==> config.mk <==
export PLATFORM = sky130hd
export DESIGN_NAME = ptp_time_counter
export DESIGN_NICKNAME = d
export VERILOG_FILES = /design/src/rtl/ptp_time_pkg.sv /design/src/rtl/ptp_rate_gen.sv /design/src/rtl/ptp_tick_adder.sv /design/src/rtl/ptp_offset_unit.sv /design/src/rtl/ptp_time_counter.sv
export SDC_FILE = /design/constraint.sdc
export NUM_CORES = 1
export LEC_CHECK = 0
export ABC_AREA = 1
export ABC_CLOCK_PERIOD_IN_PS = 15700
export BUFFER_PORTS_ARGS = -buffer_cell sky130_fd_sc_hd__buf_2
export CAP_MARGIN = 40
export CORE_MARGIN = 5
export CORE_UTILIZATION = 25
export DETAILED_ROUTE_END_ITERATION = 10
export HOLD_SLACK_MARGIN = 0.12
export PLACE_DENSITY = 0.42
export SLEW_MARGIN = 20
export SYNTH_ARGS = -nofsm -noshare
export SYNTH_HDL_FRONTEND = slang
export SYNTH_SLANG_ARGS = --single-unit
==> constraint.sdc <==
create_clock -name clk -period 15.7 [get_ports clk]
set_clock_uncertainty 0.05 [all_clocks]
set_input_delay 0 -clock clk [delete_from_list [all_inputs] [get_ports clk]]
set_output_delay 0 -clock clk [all_outputs]
set_load 0.05 [all_outputs]
==> src/rtl/ptp_time_pkg.sv <==
package ptp_time_pkg;

   typedef enum logic [1:0] {
      CMD_NONE   = 2'd0,
      CMD_LOAD   = 2'd1,
      CMD_OFFSET = 2'd2,
      CMD_RATE   = 2'd3
   } ptp_cmd_e;

endpackage

==> src/rtl/ptp_rate_gen.sv <==
module ptp_rate_gen #(
   parameter int ACC_W    = 32,
   parameter bit HAS_FINE = 1'b1
) (
   input  logic             clk,
   input  logic             rst_n,
   input  logic             fine_en,
   input  logic [ACC_W-1:0] addend,
   output logic             step
);

   generate
      if (HAS_FINE) begin : g_fine
         logic [ACC_W-1:0] acc_q;
         logic [ACC_W:0]   acc_sum;

         assign acc_sum = {1'b0, acc_q} + {1'b0, addend};
         assign step    = fine_en ? acc_sum[ACC_W] : 1'b1;

         always_ff @(posedge clk) begin
            if (!rst_n)
               acc_q <= '0;
            else if (fine_en)
               acc_q <= acc_sum[ACC_W-1:0];
         end
      end else begin : g_coarse_only
         logic unused_in;
         assign unused_in = fine_en ^ (^addend) ^ clk ^ rst_n;
         assign step      = 1'b1;
      end
   endgenerate

endmodule

==> src/rtl/ptp_tick_adder.sv <==
module ptp_tick_adder #(
   parameter int SUB_W = 32,
   parameter int INC_W = 8
) (
   input  logic [SUB_W-1:0] sub_i,
   input  logic [INC_W-1:0] incr_i,
   input  logic [SUB_W:0]   mod_i,
   output logic [SUB_W-1:0] sub_o,
   output logic             carry_o
);

   logic [SUB_W:0] sum;
   logic [SUB_W:0] wrapped;

   always_comb begin
      sum     = {1'b0, sub_i} + (SUB_W+1)'(incr_i);
      wrapped = sum - mod_i;
      carry_o = (sum >= mod_i);
      sub_o   = carry_o ? wrapped[SUB_W-1:0] : sum[SUB_W-1:0];
   end

endmodule

==> src/rtl/ptp_offset_unit.sv <==
module ptp_offset_unit #(
   parameter int SEC_W = 32,
   parameter int SUB_W = 32
) (
   input  logic [SEC_W-1:0] sec_i,
   input  logic [SUB_W-1:0] sub_i,
   input  logic             neg_i,
   input  logic [SEC_W-1:0] off_sec_i,
   input  logic [SUB_W-1:0] off_sub_i,
   input  logic [SUB_W:0]   mod_i,
   output logic [SEC_W-1:0] sec_o,
   output logic [SUB_W-1:0] sub_o
);

   logic [SUB_W:0] add_raw;
   logic [SUB_W:0] add_fix;
   logic [SUB_W:0] sub_raw;
   logic [SUB_W:0] sub_fix;
   logic           carry;
   logic           borrow;

   always_comb begin
      add_raw = {1'b0, sub_i} + {1'b0, off_sub_i};
      add_fix = add_raw - mod_i;
      carry   = (add_raw >= mod_i);
      sub_raw = {1'b0, sub_i} - {1'b0, off_sub_i};
      sub_fix = sub_raw + mod_i;
      borrow  = sub_raw[SUB_W];
      if (neg_i) begin
         sub_o = borrow ? sub_fix[SUB_W-1:0] : sub_raw[SUB_W-1:0];
         sec_o = sec_i - off_sec_i - SEC_W'(borrow);
      end else begin
         sub_o = carry ? add_fix[SUB_W-1:0] : add_raw[SUB_W-1:0];
         sec_o = sec_i + off_sec_i + SEC_W'(carry);
      end
   end

endmodule

==> src/rtl/ptp_time_counter.sv <==
module ptp_time_counter
   import ptp_time_pkg::*;
#(
   parameter int               SEC_W      = 32,
   parameter int               SUB_W      = 32,
   parameter int               INC_W      = 8,
   parameter int               ACC_W      = 32,
   parameter bit               HAS_FINE   = 1'b1,
   parameter logic [SUB_W-1:0] BIN_MAX    = 32'h7FFF_FFFF,
   parameter logic [SUB_W-1:0] DEC_MAX    = 32'd999_999_999,
   parameter logic [ACC_W-1:0] ADDEND_NOM = 32'h8000_0000
) (
   input  logic             clk,
   input  logic             rst_n,
   input  logic             cfg_fine,
   input  logic             cfg_decimal,
   input  logic [INC_W-1:0] cfg_incr,
   input  logic             addend_wr,
   input  logic [ACC_W-1:0] addend_in,
   input  logic             init_stb,
   input  logic             upd_stb,
   input  logic             upd_sign,
   input  logic [SEC_W-1:0] val_sec,
   input  logic [SUB_W-1:0] val_nsec,
   input  logic             snap_stb,
   output logic             busy,
   output logic [SEC_W-1:0] time_sec,
   output logic [SUB_W-1:0] time_nsec,
   output logic [SEC_W-1:0] snap_sec,
   output logic [SUB_W-1:0] snap_nsec
);

   localparam logic [SUB_W:0] BIN_MOD = (SUB_W+1)'(BIN_MAX) + 1'b1;
   localparam logic [SUB_W:0] DEC_MOD = (SUB_W+1)'(DEC_MAX) + 1'b1;

   initial begin
      if (INC_W > SUB_W)     $fatal(1, "increment wider than sub-second field");
      if (SUB_W < 30)        $fatal(1, "sub-second field too narrow for 10^9");
      if (ACC_W < 2)         $fatal(1, "accumulator too narrow");
      if (DEC_MAX > BIN_MAX) $fatal(1, "decimal limit above binary limit");
   end

   logic [SEC_W-1:0] sec_q;
   logic [SUB_W-1:0] sub_q;
   logic [ACC_W-1:0] addend_q;
   ptp_cmd_e         cmd_q;
   ptp_cmd_e         take_cmd;
   logic             neg_q;
   logic [SEC_W-1:0] pend_sec_q;
   logic [SUB_W-1:0] pend_sub_q;
   logic [ACC_W-1:0] pend_add_q;
   logic [SEC_W-1:0] snap_sec_q;
   logic [SUB_W-1:0] snap_sub_q;

   logic [SUB_W:0]   mod_now;
   logic             step;
   logic [SUB_W-1:0] tick_sub;
   logic             tick_carry;
   logic [SEC_W-1:0] off_sec;
   logic [SUB_W-1:0] off_sub;

   assign busy    = (cmd_q != CMD_NONE);
   assign mod_now = cfg_decimal ? DEC_MOD : BIN_MOD;

   always_comb begin
      take_cmd = CMD_NONE;
      if (!busy) begin
         if (init_stb)
            take_cmd = CMD_LOAD;
         else if (upd_stb)
            take_cmd = CMD_OFFSET;
         else if (addend_wr)
            take_cmd = CMD_RATE;
      end
   end

   ptp_rate_gen #(.ACC_W(ACC_W), .HAS_FINE(HAS_FINE)) u_rate (
      .clk     (clk),
      .rst_n   (rst_n),
      .fine_en (cfg_fine),
      .addend  (addend_q),
      .step    (step)
   );

   ptp_tick_adder #(.SUB_W(SUB_W), .INC_W(INC_W)) u_tick (
      .sub_i   (sub_q),
      .incr_i  (cfg_incr),
      .mod_i   (mod_now),
      .sub_o   (tick_sub),
      .carry_o (tick_carry)
   );

   ptp_offset_unit #(.SEC_W(SEC_W), .SUB_W(SUB_W)) u_offset (
      .sec_i     (sec_q),
      .sub_i     (sub_q),
      .neg_i     (neg_q),
      .off_sec_i (pend_sec_q),
      .off_sub_i (pend_sub_q),
      .mod_i     (mod_now),
      .sec_o     (off_sec),
      .sub_o     (off_sub)
   );

   always_ff @(posedge clk) begin
      if (!rst_n) begin
         sec_q      <= '0;
         sub_q      <= '0;
         addend_q   <= ADDEND_NOM;
         cmd_q      <= CMD_NONE;
         neg_q      <= 1'b0;
         pend_sec_q <= '0;
         pend_sub_q <= '0;
         pend_add_q <= '0;
         snap_sec_q <= '0;
         snap_sub_q <= '0;
      end else begin
         if (snap_stb) begin
            snap_sec_q <= sec_q;
            snap_sub_q <= sub_q;
         end
         cmd_q <= take_cmd;
         if (take_cmd != CMD_NONE) begin
            neg_q      <= upd_sign;
            pend_sec_q <= val_sec;
            pend_sub_q <= val_nsec;
            pend_add_q <= addend_in;
         end
         case (cmd_q)
            CMD_LOAD: begin
               sec_q <= pend_sec_q;
               sub_q <= pend_sub_q;
            end
            CMD_OFFSET: begin
               sec_q <= off_sec;
               sub_q <= off_sub;
            end
            default: begin
               if (step) begin
                  sub_q <= tick_sub;
                  if (tick_carry)
                     sec_q <= sec_q + 1'b1;
               end
            end
         endcase
         if (cmd_q == CMD_RATE)
            addend_q <= pend_add_q;
      end
   end

   assign time_sec  = sec_q;
   assign time_nsec = sub_q;
   assign snap_sec  = snap_sec_q;
   assign snap_nsec = snap_sub_q;

endmodule

* After elaboration in Yosys (flattened, before gate mapping)
Cells that the tools add are included.
Storage, ports and cells: flip-flop bits (word level) 291, input port bits 113, output and inout bits 129
Operators by class: $add $sub $neg 12, $lt $le $gt $ge 2, equal/unequal tests 3, multiplexer cells 16, reduce and logical (&&, ||, !) cells 5
Operators by type and width (number):
- two-way mux 32 bit | 9
- case mux 32 bit (2 select lines) | 2
- subtractor 32 bit | 3
- adder 32 x 32 -> 33 bit | 2
- >= comparator 33 x 32 -> 1 bit | 2
- adder 32 bit | 2
- adder 32 x 8 -> 33 bit | 1
- subtractor 32 x 32 -> 33 bit | 1
- adder 32 x 1 -> 32 bit | 1
- adder 32 x 1 -> 32 bit, second input constant | 1
- subtractor 32 x 1 -> 32 bit | 1
- two-way mux 2 bit | 4
- nonzero test 3 bit | 2
- equality test 2 bit, second input constant | 2
- nonzero test 2 bit | 2
- equality test 2 x 1 -> 1 bit, second input constant | 1
- AND reduction 2 bit | 1
- two-way mux 1 bit | 1

* Longest topological paths before layout
depth after elaboration 5, gate-level depth with buffers 52, mapped depth without buffers 50

* Modules after synthesis
From an unflattened synthesis, not the netlist that was laid out.
Second synthesis, totals: cell total of the unflattened synthesis 6157, area total of the unflattened synthesis 34463.1 sq um
Modules (own cells, without submodules):
- ptp_offset_unit | times used 1, cells each 3008, area an instance 15230.9 sq um, seq. area each 0.0 sq um
- ptp_time_counter | times used 1, cells each 1535, area an instance 11060.6 sq um, seq. area each 5185.0 sq um
- ptp_tick_adder | times used 1, cells each 934, area an instance 4530.6 sq um, seq. area each 0.0 sq um
- ptp_rate_gen | times used 1, cells each 680, area an instance 3641.0 sq um, seq. area each 640.6 sq um

* Worst setup path before layout
Ideal clock, no wire load.
path kind reg-to-reg, start register sub_q[13] (netlist: time_nsec[13]), end register sec_q[22] (netlist: time_sec[22]), setup time 0.066 ns, arrival time 6.039 ns, slack 9.546 ns, stages on the path, launching flop included 46, buffers on the path 2, clock period less this slack 6.154 ns, cells stage by stage dfxtp_1 -> ha_1 -> buf_4 -> nor2_2 -> inv_2 -> nor3_1 -> nand2_1 -> nand2_1 -> a31oi_1 -> o21bai_1 -> xor2_1 -> inv_1 -> ha_1 -> nand2_1 -> nor3_1 -> nand3_1 -> nor2_1 -> nand2_1 -> [10 not listed] -> fa_1 -> nor2_1 -> o21ai_0 -> nand2_1 -> nand2_1 -> nand2_1 -> nand2_1 -> nand2_1 -> a21oi_1 -> o21ai_0 -> nand3_1 -> nand2_1 -> o21ai_0 -> a21oi_1 -> o21ai_0 -> a21oi_1 -> nor2_1 -> nor2_1
On the way: word-level cells in the longest chain between the ends 5, elaborated cells between the ends (all ways) 11
Ends and longest elaborated chain:
- start, declared | RTL line ptp_time_counter.sv:44 | logic [SUB_W-1:0] sub_q;
- start signal, assigned | RTL line ptp_time_counter.sv:131 | sub_q <= pend_sub_q;
- start signal, assigned | RTL line ptp_time_counter.sv:135 | sub_q <= off_sub;
- start signal, assigned | RTL line ptp_time_counter.sv:139 | sub_q <= tick_sub;
- adder 32 x 32 -> 33 bit | RTL line ptp_offset_unit.sv:23 | add_raw = {1'b0, sub_i} + {1'b0, off_sub_i};
- >= comparator 33 x 32 -> 1 bit | RTL line ptp_offset_unit.sv:25 | carry = (add_raw >= mod_i);
- adder 32 x 1 -> 32 bit | RTL line ptp_offset_unit.sv:34 | sec_o = sec_i + off_sec_i + SEC_W'(carry);
- two-way mux 32 bit | RTL line ptp_offset_unit.sv:29 | if (neg_i) begin
- case mux 32 bit (2 select lines) | RTL line ptp_time_counter.sv:128 | case (cmd_q)
- end signal, assigned | RTL line ptp_time_counter.sv:130 | sec_q <= pend_sec_q;
- end signal, assigned | RTL line ptp_time_counter.sv:134 | sec_q <= off_sec;
- end signal, assigned | RTL line ptp_time_counter.sv:141 | sec_q <= sec_q + 1'b1;
- end, declared | RTL line ptp_time_counter.sv:43 | logic [SEC_W-1:0] sec_q;
Several ways; a longest one is shown, not always the timed one. A chain may end at the register's enable or synchronous reset.

* Worst setup path after layout
start register sub_q[1] (netlist: time_nsec[1]), end register sec_q[19] (netlist: time_sec[19])
Same word-level chain as after synthesis.

==> results.cfg <==
[run_status]
status = finished, final reports clean

[final_layout]
fin_nets = 5244
drive_above_1_share_pct = 9.02
most-common-layout-cells = nand2_1 (971), nor2_1 (611), inv_1 (572)
fillers = 12424
final_common_cell = nand2_1
syn2layout_area_growth_pct = 22.0

[critical_path]
cp_common_cell = nand2_1
worst-endpoint-required_ps = 16120
critPathSlowestCell = o21ai_0
startpoint_type = register
end_kind = register
critPathBufInv = 2
cpLargestDelayFamily = simple AND/OR/NAND/NOR gates
path_class = register to register
max_stage_delay_ps = 650
critPathArrivalTime_ps = 7910
crit_fanout = 28

[clock_tree]
cts_tree = built
clock-sinks = 291
numCtsBuffers = 40
htree_levels = 2
clock_path_buffers = 3
postCtsSetupRepairBufs = 0
cts-root-buf = clkbuf_16
clk-insertion-delay-late_ps = 620
path_clk_slew_ps = 60

[global_route]
grt_use_total_pct = 20.2
grt_pass1_wl_um = 183000
grt_pass1_vias = 29469
overflow = 0
grt_max_degree = 156
antenna_found_initial = 0

[timing]
rsz0062_at_grt = false
totalNegativeSetupSlack_ps = 0
setup_violations = 0
relSlewSlack_pct = 38.5
max_freq_ghz = 0.133
hold_viol = 0
fin_crit_sh_pct = 47.7
slew_violations = 0
period_needed_ps = 7490
tightest_slew_ps = 911

[placement]
place_hpwl_um = 96100
routabilityCongestion = 0.925
port_buffers = 241

[job]
maxCapViolations = 0

[floorplan]
rows = 121
coreArea_um2 = 109000
design.die.area_um2 = 117000
die_w_um = 341
pin_count = 242
die_y_um = 341
start_util_pct = 25.2

[power]
ir_drop_mv = 0.0570
power.density_nw_per_um2 = 137
leakage_nw = 16.8
fin_total_pwr_mw = 4.57

[routing]
first_iter_violations = 2227
ant_nets = 0
drt_pass1_iterations = 6
avgViaCountPerCell = 4.83
wl_per_cell_um = 19.3
num_vias = 30546
drc = 0
routed_wirelength_um = 122000

[logic_synthesis]
synthTopCellsByArea = dfxtp_1 (21%), nand2_1 (13%), ha_1 (11%), nor2_1 (8.3%), a21oi_1 (8.3%)
synthesis.nets = 4899
synthArstFlopShare_pct = 0
synthDistinctLibCells = 67
synth_ff_type = dfxtp_1
synth.yosys.seq_area_share_pct = 21.2
avgSynthCellArea_um2 = 6.06
synth.cell_area_um2 = 27500
synth_enable_flop_cells = 0
synth_area_leader_cell = dfxtp_1
yosys_warnings = 0
synth_top_area_share_pct = 21.2
syn_inst = 4535
yosys_register_bits = 291

[worst_hold_path]
hold_path.class = primary input to register
==> final cells by class <==
| class | instances | area (µm²) | share of cell area [%] |
|---|---|---|---|
| Timing Repair Buffer | 473 | 3530 | 10.5 |
| Antenna cell | 2 | 5.00 | 0.0149 |
| Clock inverter | 15 | 288 | 0.859 |
| Clock buffer | 56 | 1190 | 3.55 |
| Tap cell | 1414 | 1770 | 5.28 |
| Inverter | 596 | 2250 | 6.71 |
| Sequential cell | 291 | 5830 | 17.4 |
| Multi-Input combinational cell | 3478 | 18700 | 55.7 |
==> worst reg2reg max path: cells and delay by family, from the launching register on <==
kind	cells	cell delay, ps
and+or+nand+nor	31	3170
AOI/OAI and AO/OA	8	2010
adders and majority gates	3	1090
DFF	1	520
xor gates and xnor gates	1	260
buffers and inverters	2	220
==> power breakdown <==
part           total, mW  leakage, nW  internal (mW)  switching, mW
clock               1.03        0.715          0.632          0.393
combinational       2.62         13.6          0.789           1.83
sequential         0.925         2.41          0.819          0.106
total               4.57         16.8           2.24           2.33
==> flip-flops by register name (all words and copies together) (netlist names) <==
signal               flops
addend_q                32
cmd_q                    2
neg_q                    1
pend_add_q              32
pend_sec_q              32
pend_sub_q              32
snap_nsec               32
snap_sec                32
time_nsec               32
time_sec                32
u_rate.g_fine.acc_q     32
==> cell usage after synthesis, types with 16 or more instances <==
library cell	n
nand2_1	972
nor2_1	611
inv_1	574
a21oi_1	453
o21ai_0	418
dfxtp_1	291
nand3_1	287
ha_1	243
xor2_1	124
clkbuf_1	114
nand4_1	49
nor3_1	35
buf_2	34
o21bai_1	28
xnor2_1	22
a31oi_1	19
o21ai_1	19
inv_2	18
a21oi_2	16
o211ai_1	16
==> stage by stage <==
step	utilization (%)	hold WS, ps	instance area (µm²)	setup slack [ps]	instances
floorplan	-	29.3	27500	9550	4535
global placement	27.4	146	29900	8480	6046
detailed placement	27.5	140	30000	8350	6048
CTS	30.7	125	33500	8260	6322
global route	30.7	170	33500	7480	6323
finish	30.7	177	33500	8210	6325
==> repair_timing <==
action                    in CTS  in global routing
hold buffers                 203                  0
hold endpoints to repair     176                  0
gates resized for setup        0                  0
==> logic make-up after synthesis <==
group	after synthesis	synth area share, %
simple gates	2040	31.0
compound gates	1038	20.4
buf+inv	766	11.0
flops	291	21.2
fa+ha+maj	251	11.7
xor+xnor	149	4.83
==> final timing paths <==
| path | from | endpoint | slack (ps) | depth (start not counted) |
|---|---|---|---|---|
| setup / recovery | time_nsec[1] | time_sec[19] | 8210 | 45 |
| hold / removal | val_sec[28] | pend_sec_q[28] | 180 | 4 |
| setup reg to reg | time_nsec[1] | time_sec[19] | 8210 | 45 |
| hold reg to reg | pend_add_q[20] | addend_q[20] | 430 | 2 |
==> layer usage <==
metal	share of wire (%)	vias to the layer above	global-route usage, %
li1	-	15519	-
met5	0	-	0
met1	48	14207	28.0
met4	2.3	0	5.00
met3	5.9	99	3.85
met2	44	721	32.2
Note: power is estimated with default switching activity, not from simulation.
